$ cat src/rtl/synth_ctl_pkg.sv
package synth_ctl_pkg;
  typedef enum logic [1:0] {
    ADR_REF  = 2'd0,
    ADR_FB   = 2'd1,
    ADR_FN   = 2'd2,
    ADR_INIT = 2'd3
  } word_addr_e;

  // payload bit positions (payload = word >> 2)
  localparam int P_HOLD    = 0;
  localparam int P_PDN     = 1;
  localparam int P_MUX_LO  = 2;
  localparam int P_POL     = 5;
  localparam int P_CPTRI   = 6;
  localparam int P_FLEN    = 7;
  localparam int P_FLMODE  = 8;
  localparam int P_TMR_LO  = 9;
  localparam int P_PSYNC   = 13;
  localparam int P_MIN_W   = 14;

  localparam int N_REGS    = 3;
  localparam int IDX_REF   = 0;
  localparam int IDX_FB    = 1;
  localparam int IDX_FN    = 2;
endpackage

$ cat src/rtl/word_decoder.sv
module word_decoder
  import synth_ctl_pkg::*;
(
  input  logic       clk,
  input  logic       rst,
  input  logic       ld,
  input  logic [1:0] addr,
  output logic       wr_ref,
  output logic       wr_fb,
  output logic       wr_fn,
  output logic       wr_init
);
  logic go;
  assign go = ld && !rst;

  always_comb begin
    wr_ref  = 1'b0;
    wr_fb   = 1'b0;
    wr_fn   = 1'b0;
    wr_init = 1'b0;
    if (go) begin
      unique case (word_addr_e'(addr))
        ADR_REF:  wr_ref  = 1'b1;
        ADR_FB:   wr_fb   = 1'b1;
        ADR_FN:   wr_fn   = 1'b1;
        ADR_INIT: wr_init = 1'b1;
        default:  ;
      endcase
    end
  end


  sel_onehot_chk: assert property (@(posedge clk) disable iff (rst)
    $onehot0({wr_ref, wr_fb, wr_fn, wr_init}));


  rst_blocks_chk: assert property (@(posedge clk)
    rst |-> !(wr_ref || wr_fb || wr_fn || wr_init));
endmodule

$ cat src/rtl/ctl_latch.sv
module ctl_latch #(
  parameter int W = 22
) (
  input  logic         clk,
  input  logic         rst,
  input  logic         en,
  input  logic [W-1:0] d,
  output logic [W-1:0] q
);
  always_ff @(posedge clk) begin
    if (rst)     q <= '0;
    else if (en) q <= d;
  end


  hold_chk: assert property (@(posedge clk) disable iff (rst)
    !en |=> $stable(q));
endmodule

$ cat src/rtl/align_pulse_gen.sv
module align_pulse_gen (
  input  logic clk,
  input  logic rst,
  input  logic init_wr,
  input  logic fb_wr,
  output logic pulse
);
  logic pending;

  always_ff @(posedge clk) begin
    if (rst) begin
      pending <= 1'b0;
      pulse   <= 1'b0;
    end else begin
      pulse <= init_wr || (fb_wr && pending);
      if (init_wr)    pending <= 1'b1;
      else if (fb_wr) pending <= 1'b0;
    end
  end


  init_pulse_chk: assert property (@(posedge clk) disable iff (rst)
    init_wr |=> pulse && pending);


  first_fb_chk: assert property (@(posedge clk) disable iff (rst)
    (fb_wr && pending) |=> pulse && !pending);


  later_fb_chk: assert property (@(posedge clk) disable iff (rst)
    (fb_wr && !pending) |=> !pulse);


  single_cycle_chk: assert property (@(posedge clk) disable iff (rst)
    (!init_wr && !fb_wr) |=> !pulse);
endmodule

$ cat src/rtl/synth_word_router.sv
module synth_word_router
  import synth_ctl_pkg::*;
#(
  parameter int WORD_W = 24
) (
  input  logic              clk,
  input  logic              rst,
  input  logic              ld,
  input  logic [WORD_W-1:0] word,
  output logic [WORD_W-3:0] ref_word,
  output logic [WORD_W-3:0] fb_word,
  output logic [WORD_W-3:0] fn_word,
  output logic              cnt_hold,
  output logic              cp_tri,
  output logic              pwr_dn,
  output logic              pwr_sync,
  output logic [2:0]        mux_sel,
  output logic              pd_pol,
  output logic              fl_en,
  output logic              fl_mode,
  output logic [3:0]        fl_timer,
  output logic              align_pulse
);
  localparam int PAY_W = WORD_W - 2;

  logic [PAY_W-1:0] payload;
  logic             wr_ref, wr_fb, wr_fn, wr_init;
  logic [N_REGS-1:0] reg_en;
  logic [PAY_W-1:0]  reg_q [N_REGS];

  assign payload = word[WORD_W-1:2];

  word_decoder u_dec (
    .clk     (clk),
    .rst     (rst),
    .ld      (ld),
    .addr    (word[1:0]),
    .wr_ref  (wr_ref),
    .wr_fb   (wr_fb),
    .wr_fn   (wr_fn),
    .wr_init (wr_init)
  );

  assign reg_en[IDX_REF] = wr_ref;
  assign reg_en[IDX_FB]  = wr_fb;
  assign reg_en[IDX_FN]  = wr_fn || wr_init;

  for (genvar g = 0; g < N_REGS; g++) begin : g_reg
    ctl_latch #(.W(PAY_W)) u_reg (
      .clk (clk),
      .rst (rst),
      .en  (reg_en[g]),
      .d   (payload),
      .q   (reg_q[g])
    );
  end

  assign ref_word = reg_q[IDX_REF];
  assign fb_word  = reg_q[IDX_FB];
  assign fn_word  = reg_q[IDX_FN];

  assign cnt_hold = fn_word[P_HOLD];
  assign cp_tri   = fn_word[P_HOLD] || fn_word[P_CPTRI];
  assign pwr_dn   = fn_word[P_PDN];
  assign pwr_sync = fn_word[P_PSYNC];
  assign mux_sel  = fn_word[P_MUX_LO +: 3];
  assign pd_pol   = fn_word[P_POL];
  assign fl_en    = fn_word[P_FLEN];
  assign fl_mode  = fn_word[P_FLMODE];
  assign fl_timer = fn_word[P_TMR_LO +: 4];

  align_pulse_gen u_align (
    .clk     (clk),
    .rst     (rst),
    .init_wr (wr_init),
    .fb_wr   (wr_fb),
    .pulse   (align_pulse)
  );

  initial begin
    if (PAY_W < P_MIN_W) $error("WORD_W too small for function fields");
  end


  init_loads_fn_chk: assert property (@(posedge clk) disable iff (rst)
    (ld && word[1:0] == ADR_INIT) |=> fn_word == $past(payload));


  reset_clears_chk: assert property (@(posedge clk)
    rst |=> (align_pulse == 1'b0) && (fn_word == '0) && (fb_word == '0) && (ref_word == '0));


  hold_forces_tri_chk: assert property (@(posedge clk) disable iff (rst)
    (ld && word[1:0] == ADR_FN && word[2] && !word[3]) |=> cnt_hold && cp_tri && !pwr_dn);
endmodule

$ cat config.mk
export PLATFORM = sky130hd
export DESIGN_NAME = synth_word_router
export DESIGN_NICKNAME = d
export VERILOG_FILES = /design/src/rtl/synth_ctl_pkg.sv /design/src/rtl/word_decoder.sv /design/src/rtl/ctl_latch.sv /design/src/rtl/align_pulse_gen.sv /design/src/rtl/synth_word_router.sv
export SDC_FILE = /design/constraint.sdc
export NUM_CORES = 1
export LEC_CHECK = 0
export ABC_AREA = 1
export BUFFER_PORTS_ARGS = -buffer_cell sky130_fd_sc_hd__buf_2
export CAP_MARGIN = 10
export CORE_MARGIN = 5
export CORE_UTILIZATION = 45
export DETAILED_ROUTE_END_ITERATION = 8
export PLACE_DENSITY = 0.76
export SKIP_CTS_REPAIR_TIMING = 1
export SLEW_MARGIN = 30
export SYNTH_ARGS = -nofsm -noshare
export SYNTH_HDL_FRONTEND = slang
export SYNTH_HIERARCHICAL = 1
export SYNTH_SLANG_ARGS = --single-unit
$ cat constraint.sdc
create_clock -name clk -period 0.9 [get_ports clk]
set_input_delay 0.135 -clock clk [delete_from_list [all_inputs] [get_ports clk]]
set_output_delay 0.135 -clock clk [all_outputs]
set_load 0.03 [all_outputs]
Word-level counts from Yosys, hierarchy flattened
Cells that the tools add are included. Widths: inputs -> output; s select.

Input bits: 27. Bits in registers: 68.

Muxes and demuxes: 10. Eq/ne operators: 3. Reduce and logical (&&, ||, !) cells: 8.

Operators by type and width (count): $mux 1 (10); $eq 2x2->1 const B (2); $logic_or 1x1->1 (3); $eq 2x1->1 const B (1); $logic_and 1x1->1 (2); $logic_not 2->1 (1); $reduce_bool 2->1 (1); $logic_not 1->1 (1).

Logic depth before layout (Yosys ltp)
Depth after elaboration: 5. Mapped depth: 10. Depth with buffers taken out: 8.

Modules after synthesis
The synthesis kept the hierarchy.

By module, submodules not included: ctl_latch (area each 923.4 µm², cells each 140, times used 3, seq. area each 440.4 µm²); synth_word_router (area each 120.1 µm², cells each 19, times used 1, seq. area each 0.0 µm²); align_pulse_gen (area each 68.8 µm², cells each 8, times used 1, seq. area each 40.0 µm²); word_decoder (area each 47.5 µm², cells each 12, times used 1, seq. area each 0.0 µm²).

Worst setup path after synthesis
No wires, ideal clock.

Path kind: reg2out. From: reg g_reg[2].u_reg.q[0]. To: out cp_tri. Stages on the path, launching flop included: 3. Slack: -0.047 ns. Required time: 0.765 ns. Arrival: 0.812 ns. Cells stage by stage: dfxtp_1 -> inv_1 -> nand2_1.

Cells in the longest elaborated chain, start to end: 1.

Ends and longest elaborated chain: start, declared (line ctl_latch.sv:8) `output logic [W-1:0] q`; start signal, assigned (line ctl_latch.sv:11) `if (rst) q <= '0;`; start signal, assigned (line ctl_latch.sv:12) `else if (en) q <= d;`; $logic_or 1x1->1 (line synth_word_router.sv:63) `assign cp_tri = fn_word[P_HOLD] || fn_word[P_CPTRI];`; end, declared (line synth_word_router.sv:14) `output logic cp_tri,`.

Every way passes these cells.

Final worst setup path
From: reg g_reg[2].u_reg.q[6]. To: out cp_tri.

Same word-level chain as after synthesis.

==> results by group <==
Synthesis
  • Post-synth top area share: between 40% and 50%
  • Largest cells by area after synthesis: dfxtp_1 (45%), nand2_1 (17%), nor2_1 (17%)
  • Synthesized area: ~0.003 mm^2
  • Sequential fraction of the synthesis area: a little under half
  • Netlist cell types: 10
  • Largest area contributor in the netlist: dfxtp_1
  • Ys Warns: 6
  • Synthesized flop and latch total: ~70
  • Post-Syn Nets: 486
  • Synthesized area per cell: between 6 and 7 um^2
  • Synth Instances: between 400 and 500

Status
  • Failing checks: setup timing
  • Status: complete, but fails checks

Critical path
  • Arr. time, crit path: 0.92 ns
  • Max FO, Critical Path: 3
  • CP max stage cell: dfxtp_2
  • CP startpoint kind: register
  • Critical path class: register to output port
  • Type of element capturing the critical path: output port
  • CP Cell Sequence: inv_2, nand2_2, buf_6
  • Worst EP required: approximately 0.76 ns
  • Crit path largest cell delay: around 0.35 ns

Global route
  • All-Layer GR Usage: between 10% and 20%
  • Initial antenna violation count: 0
  • Vias in the first global route: approximately 2600
  • Global-route wire length before repair: roughly 12000 um
  • Gr ovfl total: 0
  • Largest net degree at the start of global routing: between 40 and 50

Routing
  • Routed WL: roughly 8300 um
  • Met3 WL: 628 um
  • DR WL met2: about 4400 um
  • Detailed-route via count: 2911
  • DRC viols: 0
  • Met1 Wirelength: about 3200 um
  • Top Layer Used: met4
  • Routed WL per cell: between 10 and 15 um
  • DR pass1 iterations: 4
  • ANT nets after route: 0
  • First-iteration detailed-routing DRC count: 89
  • Vias per cell: 4.53

Floorplanning
  • Area of the die: ~0.0084 mm^2
  • Starting Density: ~47%
  • Core Region: about 0.0064 mm^2
  • Die Width: 91.7 um
  • Num ports: 108
  • Die Ht: ~92 um
  • Row cnt: 29

Timing
  • Worst Skew: around 0.00093 ns
  • Final hold violations: 0
  • Setup ws final: -0.155 ns
  • Max Transition Viols Final: 0
  • Final Critical Period: approximately 1.1 ns
  • RSZ-0062 raised after global routing: yes
  • Slew margin rel.: 89.1%
  • Post-route clock period utilization: 117%
  • Finish-stage setup viols: slightly above 80
  • Worst slew pin tran: between 0.15 and 0.2 ns
  • Achievable Freq: roughly 950 MHz
  • Final Hold Slack: slightly above 0.1 ns

Place
  • Port Buffers: roughly 110
  • Post-Place Cells: 620
  • Final HPWL from detailed placement: 5300 um
  • Placer Congestion: between 0.8 and 0.9

Clock tree
  • CTS tree: done
  • Root Buffer: clkbuf_8
  • CTS buffer count: 9
  • H-Tree Depth: 3
  • Worst skew pair latency: between 0.3 and 0.4 ns
  • Worst-path clk slew: roughly 0.070 ns
  • Clock sink total: 68
  • CTS max path bufs: 2

Flow run
  • Max-capacitance violation count: 0

Power
  • Worst vdd ir: roughly 1.1 mV
  • Lkg Pwr: 2.33 nW
  • Total Power Consumption: 7.36 mW
  • Pwr/cell area: 1640 mW/mm^2

Final layout
  • Most common cell after layout, fill and taps aside: nand2_1
  • P&R area growth vs syn: 49.5%
  • ANT cells: 0
  • Final nets: ~590
  • Non-Filler Instances: roughly 640
  • Commonest cells after routing, fill and taps aside: nand2_1 (138), nor2_1 (133), buf_6 (80)
  • Layout cells sized above 1: a little under two fifths

Min path
  • Hold Crit Class: input port to register
-- state kept, by name, summed over array words and instances, names as in the netlist --
register	cells
u_align/pending	1
u_align/pulse	1
g.u_reg/q	66
-- through the flow --
step	setup TNS [ns]	util [%]	setup slack (ns)	instance area (um^2)
3_3_place_gp	-17.37	55.6	-0.317	3570
5_1_grt	-7.01	70.0	-0.195	4500
6_report	-4.39	70.0	-0.155	4500
3_5_place_dp	-18.84	55.6	-0.348	3570
2_1_floorplan	-0.0699	-	-0.0229	3030
4_1_cts	-11.32	58.9	-0.249	3780
-- cells in the mapped netlist, drive strengths merged --
cell and count:
buf 34, dfxtp 68, inv 78, nand2 141
nor2 136, a21oi 2
-- kinds of logic (layout without fill, tap and decap cells) --
family / after synthesis / after routing / synth area share, %
and+or+nand+nor: 277 / 277 / 34.7
AOI/OAI and AO/OA: 2 / 2 / 0.458
DFF: 68 / 68 / 45.3
buffers and inverters: 112 / 219 / 19.6
-- per-layer routing --
layer,up-vias,track usage [%]
met5,-,0
met4,0,5.82
met3,11,6.14
met2,94,30.6
met1,1317,19.7
li1,1489,-
-- critical path, delay by kind of cell, from the launching register on --
kind / cells / cell delay (ns)
simple gates: 1 / 0.06
flops: 1 / 0.35
buf+inv: 2 / 0.16
-- power breakdown --
| part | switching [mW] | leakage [nW] | total [mW] | internal [mW] |
|---|---|---|---|---|
| registers | 0.113 | 0.586 | 3.27 | 3.15 |
| logic | 0.782 | 1.63 | 1.37 | 0.585 |
| clock network | 1.10 | 0.113 | 2.72 | 1.62 |
-- layout make-up --
class / count / area [um^2]
fillers: 512 / 1930
flip-flops and latches: 68 / 1470
repair buffers: 125 / 1330
multi-input cells: 279 / 1080
inverters: 78 / 305
clock buffers: 11 / 141
well taps: 77 / 96.3
clock inverters: 5 / 75.1
-- final timing paths --
path / slack (ns) / start / depth (start not counted) / to
hold reg to reg: 0.46 / u_align/pending / 2 / u_align/pulse
setup reg to reg: 0.21 / g_reg[2].u_reg/q[11] / 3 / g_reg[2].u_reg/q[11]
hold / removal: 0.10 / word[23] / 5 / g_reg[1].u_reg/q[21]
setup / recovery: -0.16 / g_reg[2].u_reg/q[6] / 3 / cp_tri
Power figures use the tool's default switching activity.
